$ cat config.mk
export PLATFORM = sky130hd
export DESIGN_NAME = ecc_err_capture
export DESIGN_NICKNAME = d
export VERILOG_FILES = /design/src/rtl/ecc_cap_pkg.sv /design/src/rtl/ecc_cap_satcnt.sv /design/src/rtl/ecc_cap_ctrl.sv /design/src/rtl/ecc_cap_dp.sv /design/src/rtl/ecc_err_capture.sv
export SDC_FILE = /design/constraint.sdc
export NUM_CORES = 1
export LEC_CHECK = 0
export ABC_AREA = 1
export BUFFER_PORTS_ARGS = -buffer_cell sky130_fd_sc_hd__buf_2
export CAP_MARGIN = 20
export CORE_MARGIN = 2
export CORE_UTILIZATION = 35
export DETAILED_ROUTE_END_ITERATION = 8
export PLACE_DENSITY_LB_ADDON = 0.1
export SYNTH_ARGS = -nofsm -noshare
export SYNTH_HDL_FRONTEND = slang
export SYNTH_SLANG_ARGS = --single-unit
$ cat constraint.sdc
create_clock -name clk -period 7 [get_ports clk]
set_input_delay 2.1 -clock clk [delete_from_list [all_inputs] [get_ports clk]]
set_output_delay 2.1 -clock clk [all_outputs]
set_load 0.03 [all_outputs]
$ cat src/rtl/ecc_cap_pkg.sv
package ecc_cap_pkg;
  localparam int REG_W  = 32;
  localparam int ADDR_W = 8;
  localparam int THR_W  = 8;
  localparam int CS_W   = 2;
  localparam int BANK_W = 3;
  localparam int ROW_W  = 16;
  localparam int COL_W  = 15;
  localparam int CHK_W  = 8;
  localparam int DATA_W = 64;

  localparam int EN_BIT  = 18;
  localparam int THR_LSB = 16;

  localparam logic [ADDR_W-1:0] OFS_CFG   = 8'h00;
  localparam logic [ADDR_W-1:0] OFS_CTRL  = 8'h04;
  localparam logic [ADDR_W-1:0] OFS_FLAGS = 8'h08;
  localparam logic [ADDR_W-1:0] OFS_MASK  = 8'h0C;
  localparam logic [ADDR_W-1:0] OFS_SBEC  = 8'h10;
  localparam logic [ADDR_W-1:0] OFS_DBEC  = 8'h14;
  localparam logic [ADDR_W-1:0] OFS_LOC   = 8'h18;
  localparam logic [ADDR_W-1:0] OFS_CALC  = 8'h1C;
  localparam logic [ADDR_W-1:0] OFS_RECV  = 8'h20;
  localparam logic [ADDR_W-1:0] OFS_DHI   = 8'h24;
  localparam logic [ADDR_W-1:0] OFS_DLO   = 8'h28;

  typedef struct packed {
    logic incSbe;
    logic incDbe;
    logic capture;
    logic capDbe;
    logic setSbe;
    logic setDbe;
    logic clrSbeCnt;
    logic clrDbeCnt;
    logic wrCfg;
    logic wrCtrl;
    logic wrFlags;
    logic wrMask;
  } strobe_t;
endpackage

$ cat src/rtl/ecc_cap_satcnt.sv
module ecc_cap_satcnt #(
  parameter int W = 32
) (
  input  logic         clk,
  input  logic         rstN,
  input  logic         inc,
  input  logic         clr,
  output logic [W-1:0] q
);
  localparam logic [W-1:0] MAXV = '1;

  always_ff @(posedge clk or negedge rstN) begin
    if (!rstN)            q <= '0;
    else if (clr)         q <= '0;
    else if (inc && q != MAXV) q <= q + 1'b1;
  end
endmodule

$ cat src/rtl/ecc_cap_ctrl.sv
module ecc_cap_ctrl
  import ecc_cap_pkg::*;
#(
  parameter int CNT_W = 32
) (
  input  logic                 eccEn,
  input  logic [THR_W-1:0]     thr,
  input  logic [CNT_W-1:0]     sbeCnt,
  input  logic                 errSbe,
  input  logic                 errDbe,
  input  logic                 regWr,
  input  logic [ADDR_W-1:0]    regAddr,
  input  logic [REG_W-1:0]     regWdata,
  output strobe_t              stb
);
  localparam int CMP_W = (CNT_W > THR_W) ? CNT_W : THR_W;
  localparam logic [CNT_W-1:0] CNT_MAX = '1;

  logic [CNT_W-1:0] sbeWithThis;
  logic [CMP_W-1:0] cntWide;
  logic [CMP_W-1:0] thrWide;
  logic             thrMet;
  logic             wrZero;
  logic             sbeLive;
  logic             dbeLive;

  always_comb begin
    sbeWithThis = (sbeCnt == CNT_MAX) ? sbeCnt : sbeCnt + 1'b1;
    cntWide     = CMP_W'(sbeWithThis);
    thrWide     = CMP_W'(thr);
    thrMet      = (thr != '0) && (cntWide >= thrWide);
    wrZero      = (regWdata == '0);
    sbeLive     = eccEn && errSbe;
    dbeLive     = eccEn && errDbe;

    stb           = '0;
    stb.incSbe    = sbeLive;
    stb.incDbe    = dbeLive;
    stb.setDbe    = dbeLive;
    stb.setSbe    = sbeLive && thrMet;
    stb.capDbe    = dbeLive;
    stb.capture   = dbeLive || (sbeLive && thrMet);
    stb.clrSbeCnt = regWr && regAddr == OFS_SBEC && wrZero;
    stb.clrDbeCnt = regWr && regAddr == OFS_DBEC && wrZero;
    stb.wrCfg     = regWr && regAddr == OFS_CFG;
    stb.wrCtrl    = regWr && regAddr == OFS_CTRL;
    stb.wrFlags   = regWr && regAddr == OFS_FLAGS;
    stb.wrMask    = regWr && regAddr == OFS_MASK;
  end
endmodule

$ cat src/rtl/ecc_cap_dp.sv
module ecc_cap_dp
  import ecc_cap_pkg::*;
#(
  parameter int CNT_W = 32
) (
  input  logic                 clk,
  input  logic                 rstN,
  input  strobe_t              stb,
  input  logic [CS_W-1:0]      errCs,
  input  logic [BANK_W-1:0]    errBank,
  input  logic [ROW_W-1:0]     errRow,
  input  logic [COL_W-1:0]     errCol,
  input  logic [DATA_W-1:0]    errData,
  input  logic [CHK_W-1:0]     eccRecv,
  input  logic [CHK_W-1:0]     eccCalc,
  input  logic                 wdEn,
  input  logic [THR_W-1:0]     wdThr,
  input  logic [1:0]           wdBits,
  input  logic [ADDR_W-1:0]    regAddr,
  output logic [REG_W-1:0]     regRdata,
  output logic                 irq,
  output logic                 eccEn,
  output logic [THR_W-1:0]     thr,
  output logic [CNT_W-1:0]     sbeCnt,
  output logic [CNT_W-1:0]     dbeCnt,
  output logic [1:0]           flags,
  output logic                 capType
);
  logic [1:0]          maskQ;
  logic [CS_W-1:0]     capCs;
  logic [BANK_W-1:0]   capBank;
  logic [ROW_W-1:0]    capRow;
  logic [COL_W-1:0]    capCol;
  logic [DATA_W-1:0]   capData;
  logic [CHK_W-1:0]    capRecv;
  logic [CHK_W-1:0]    capCalc;
  logic [1:0]          flagsNext;

  ecc_cap_satcnt #(.W(CNT_W)) i_sbeCnt (
    .clk(clk), .rstN(rstN), .inc(stb.incSbe), .clr(stb.clrSbeCnt), .q(sbeCnt)
  );
  ecc_cap_satcnt #(.W(CNT_W)) i_dbeCnt (
    .clk(clk), .rstN(rstN), .inc(stb.incDbe), .clr(stb.clrDbeCnt), .q(dbeCnt)
  );

  always_comb begin
    flagsNext = stb.wrFlags ? (flags & wdBits) : flags;
    flagsNext = flagsNext | {stb.setDbe, stb.setSbe};
  end

  always_ff @(posedge clk or negedge rstN) begin
    if (!rstN) begin
      eccEn <= 1'b0;
      thr   <= '0;
      maskQ <= '0;
      flags <= '0;
    end else begin
      if (stb.wrCfg)  eccEn <= wdEn;
      if (stb.wrCtrl) thr   <= wdThr;
      if (stb.wrMask) maskQ <= wdBits;
      flags <= flagsNext;
    end
  end

  always_ff @(posedge clk or negedge rstN) begin
    if (!rstN) begin
      capType <= 1'b0;
      capCs   <= '0;
      capBank <= '0;
      capRow  <= '0;
      capCol  <= '0;
      capData <= '0;
      capRecv <= '0;
      capCalc <= '0;
    end else if (stb.capture) begin
      capType <= stb.capDbe;
      capCs   <= errCs;
      capBank <= errBank;
      capRow  <= errRow;
      capCol  <= errCol;
      capData <= errData;
      capRecv <= eccRecv;
      capCalc <= eccCalc;
    end
  end

  assign irq = |(flags & maskQ);

  always_comb begin
    regRdata = '0;
    unique case (regAddr)
      OFS_CFG:   regRdata[EN_BIT] = eccEn;
      OFS_CTRL:  regRdata[THR_LSB +: THR_W] = thr;
      OFS_FLAGS: regRdata[1:0] = flags;
      OFS_MASK:  regRdata[1:0] = maskQ;
      OFS_SBEC:  regRdata = REG_W'(sbeCnt);
      OFS_DBEC:  regRdata = REG_W'(dbeCnt);
      OFS_LOC:   regRdata = {6'b0, capBank, capCol, 5'b0, capCs, capType};
      OFS_CALC:  regRdata = {8'b0, capRow, capCalc};
      OFS_RECV:  regRdata[CHK_W-1:0] = capRecv;
      OFS_DHI:   regRdata = capData[DATA_W-1:REG_W];
      OFS_DLO:   regRdata = capData[REG_W-1:0];
      default:   regRdata = '0;
    endcase
  end
endmodule

$ cat src/rtl/ecc_err_capture.sv
module ecc_err_capture
  import ecc_cap_pkg::*;
#(
  parameter int CNT_W = 32
) (
  input  logic                 clk,
  input  logic                 rstN,
  input  logic                 errSbe,
  input  logic                 errDbe,
  input  logic [CS_W-1:0]      errCs,
  input  logic [BANK_W-1:0]    errBank,
  input  logic [ROW_W-1:0]     errRow,
  input  logic [COL_W-1:0]     errCol,
  input  logic [DATA_W-1:0]    errData,
  input  logic [CHK_W-1:0]     eccRecv,
  input  logic [CHK_W-1:0]     eccCalc,
  input  logic                 regWr,
  input  logic [ADDR_W-1:0]    regAddr,
  input  logic [REG_W-1:0]     regWdata,
  output logic [REG_W-1:0]     regRdata,
  output logic                 irq
);
  strobe_t          stb;
  logic             eccEn;
  logic [THR_W-1:0] thr;
  logic [CNT_W-1:0] sbeCnt;
  logic [CNT_W-1:0] dbeCnt;
  logic [1:0]       flags;
  logic             capType;

  ecc_cap_ctrl #(.CNT_W(CNT_W)) i_ctrl (
    .eccEn(eccEn), .thr(thr), .sbeCnt(sbeCnt),
    .errSbe(errSbe), .errDbe(errDbe),
    .regWr(regWr), .regAddr(regAddr), .regWdata(regWdata),
    .stb(stb)
  );

  ecc_cap_dp #(.CNT_W(CNT_W)) i_dp (
    .clk(clk), .rstN(rstN), .stb(stb),
    .errCs(errCs), .errBank(errBank), .errRow(errRow), .errCol(errCol),
    .errData(errData), .eccRecv(eccRecv), .eccCalc(eccCalc),
    .wdEn(regWdata[EN_BIT]), .wdThr(regWdata[THR_LSB +: THR_W]),
    .wdBits(regWdata[1:0]), .regAddr(regAddr),
    .regRdata(regRdata), .irq(irq),
    .eccEn(eccEn), .thr(thr), .sbeCnt(sbeCnt), .dbeCnt(dbeCnt),
    .flags(flags), .capType(capType)
  );
endmodule

==> impl_metrics.env <==
export IMPL_arrival_ns=4.40
export IMPL_die_area_um2=32290
export IMPL_syn_cell_area_um2=10800
export IMPL_cts_buffers_inserted=17
export IMPL_r2r_slack_ns=2.29
export IMPL_cp_end_kind="output pin"
export IMPL_min_path_type="register to register"
export IMPL_chipWidth_um=179.7
export IMPL_dp_cells=2005
export IMPL_final_nets=1799
export IMPL_cp_startpoint="regAddr[7]"
export IMPL_status="completed"
export IMPL_clk_path_buf_depth=2
export IMPL_cellLeakagePower_nw=6.533
export IMPL_r2r_end="i_dp.capBank[1]$_DFFE_PN0P_"
export IMPL_area_delta_synth_final_pct=17.67
export IMPL_finalMaxSlewViolations=0
export IMPL_vias=10790
export IMPL_cp_start_kind="primary input"
export IMPL_die_h_um=179.7
export IMPL_avgViaCountPerCell=5.296
export IMPL_grt_pass1_wl_um=62310
export IMPL_rows=64
export IMPL_htreeDepth=4
export IMPL_path_max_fanout=17
export IMPL_first_pass_iters=5
export IMPL_yosysSeqAreaShare_pct=44.93
export IMPL_grt_usage_pct=24.84
export IMPL_r2r_cells=21
export IMPL_wl_um=39880
export IMPL_syn_nets=1639
export IMPL_crit_top_cell="buf_2"
export IMPL_gp_congestion=0.9237
export IMPL_cp_data_required_time_ns=4.90
export IMPL_skew_ns=0.01446
export IMPL_grt_pass1_vias=10700
export IMPL_layout_commonest_cell="nand2_1"
export IMPL_hpwl_um=29400
export IMPL_critical_path_class="primary input to output pin"
export IMPL_finalSetupViolCount=0
export IMPL_gr_total_overflow=0
export IMPL_crit_path_max_incr_delay_ns=0.60
export IMPL_stdcell_count=2038
export IMPL_dpl_cell_area_um2=12120
export IMPL_layout_drive_gt1_share_pct=16.03
export IMPL_reg2reg_from="i_dp.i_sbeCnt.q[1]$_DFFE_PN0P_"
export IMPL_cap_viol_max_count=0
export IMPL_grt_max_degree=106
export IMPL_antenna_left=0
export IMPL_drt_iter0_markers=1028
export IMPL_hold_violations=0
export IMPL_finalCritPeriodShare_pct=92.84
export IMPL_drc_errors=0
export IMPL_synth_seq_cells=194
export IMPL_io_pins=194
export IMPL_p_per_area_nw_per_um2=294.0
export IMPL_cp_endpoint="regRdata[16]"
export IMPL_coreArea_um2=30510
export IMPL_clkTransAtPathRegs_ns=0.08
export IMPL_clk_latency_ns=0.45
export IMPL_peakVddDrop_v=0.0001927
export IMPL_slowest_stage="nand2_1"
export IMPL_cts_tree="done"
export IMPL_worstMarginPinSlew_ns=1.100
export IMPL_avgSynthCellArea_um2=7.360
export IMPL_period_minus_slack_ns=6.499
export IMPL_final_cell_mix="nand2_1, dfrtp_1, buf_2"
export IMPL_clkSinkCount=194
export IMPL_clock_fmax_mhz=153.9
export IMPL_yosys_warnings=0
export IMPL_antenna_found_initial=2
export IMPL_rsz0062_at_grt="false"
export IMPL_clockRootBuffer="clkbuf_16"
export IMPL_ctsResizeCount=0
export IMPL_cp_cell_sequence="buf_2 -> nor2_1 -> inv_1 -> nor3_1 -> nand2_1 -> buf_4 -> o21ai_0 -> a221oi_1 -> o2111ai_1 -> buf_2"
export IMPL_hold_buffers=0
export IMPL_io_buffers=193
export IMPL_post_cts_setup_buffer_count=0
export IMPL_wl_per_cell_um=19.57
export IMPL_synth_cells=1468
export IMPL_start_util_pct=35.41
export IMPL_holdPathStages=1
export IMPL_fin_tns_setup_ns=0
export IMPL_synth_cell_types=38
export IMPL_relSlewSlack_pct=26.65
export IMPL_fin_area_um2=12710
## state kept, by name (all words and copies together), names as in the netlist
register         count
i_dp.capRecv         8
i_dp.thr             8
i_dp.capType         1
i_dp.capCalc         8
i_dp.maskQ           2
i_dp.i_sbeCnt.q     32
i_dp.capCs           2
i_dp.capData        64
i_dp.capBank         3
i_dp.flags           2
i_dp.capRow         16
i_dp.capCol         15
i_dp.i_dbeCnt.q     32
i_dp.eccEn           1
## cell families after synthesis
| kind of cell | synth area share, % |
|---|---|
| compound gates | 10.17 |
| flops | 44.93 |
| xor+xnor | 1.135 |
| buf+inv | 6.914 |
| simple gates | 35.69 |
| fa+ha+maj | 1.158 |
## stage by stage
stage               setup slack, ns  hold slack [ns]  util (%)  power, W
global route                 0.3759           0.5058     41.66  0.003994
CTS                          0.4846           0.4723     41.66  0.003768
detailed placement           0.5008           0.4595     39.73  0.002735
floorplan                     1.264           0.4340         -  0.002359
global placement             0.5305           0.4533     39.73  0.002722
finish                       0.5012           0.4680     41.67  0.003738
## report_power, final
group / internal, W / switching [W]
sequential: 0.00150 / 0.000307
clock: 0.000513 / 0.000507
combinational: 0.000339 / 0.000573
## final cells by class
cell class	count	area [um^2]
fill	3238	17800
timing repair buffer	209	1120
sequential	194	4855
tap	396	495.5
clock buffer	18	429.2
multi-input combinational	1091	5220
antenna	1	2.502
clock inverter	14	160.2
inverter	115	431.7
## critical path: cells and delay by family
family                 cells  cell delay, ns
buffers and inverters      4            0.84
AOI/OAI and AO/OA          3            0.39
and+or+nand+nor            3            1.07
## how the worst min path moves through the flow
stage,start,endpoint
after global placement,i_dp.i_dbeCnt.q[9]$_DFFE_PN0P_,i_dp.i_dbeCnt.q[9]$_DFFE_PN0P_
final,i_dp.i_dbeCnt.q[9]$_DFFE_PN0P_,i_dp.i_dbeCnt.q[9]$_DFFE_PN0P_
after CTS,i_dp.i_dbeCnt.q[9]$_DFFE_PN0P_,i_dp.i_dbeCnt.q[9]$_DFFE_PN0P_
after global routing,i_dp.i_dbeCnt.q[9]$_DFFE_PN0P_,i_dp.i_dbeCnt.q[9]$_DFFE_PN0P_
after detailed placement,i_dp.i_dbeCnt.q[9]$_DFFE_PN0P_,i_dp.i_dbeCnt.q[9]$_DFFE_PN0P_
after floorplan,i_dp.i_dbeCnt.q[9]$_DFFE_PN0P_,i_dp.i_dbeCnt.q[9]$_DFFE_PN0P_
## metal layers
layer,vias to the layer above,GRT usage (%),wire length [um]
met5,-,0,0
met1,5187,35.17,18320
met4,0,7.382,1122
met3,48,4.295,2332
met2,330,38.96,18110
li1,5228,-,-
## cell usage after synthesis
cell type  count  area [um^2]
xnor2_1        1        8.760
nor2_2         3        18.77
a221oi_1      30        262.8
and3_1         2        12.51
xor2_1        13        113.9
buf_6          5        56.30
nand3b_1       2        15.01
nand4_1       40        250.2
inv_1        113        424.2
a31oi_1        1        6.260
o21a_1         2        15.01
o31ai_1        5        37.54
o22ai_1       10        62.56
buf_2         18        90.09
nor2_1       106        397.9
nor3_1        26        130.1
o21ai_1        2        10.01
o221ai_1       2        17.52
a211oi_1       1        7.510
inv_2          2        7.510
o2111ai_1     10        87.58
nand3_1      189        945.9
o211ai_1       3        22.52
and2_0         1        6.260
or2_2          4        25.02
a22o_1         9        78.83
dfrtp_1      194         4855
a21oi_1       26        130.1
clkbuf_1      43        161.4
ha_1          10        125.1
nor3b_1        1        7.510
nor2_4         5        56.30
buf_1          2        7.510
and2_1         1        6.260
nand2_1      492         1847
nor4_1        14        87.58
o21ai_0       72        360.4
nand2_2        8        50.05
No activity file was read; power rests on OpenSTA's default activity.
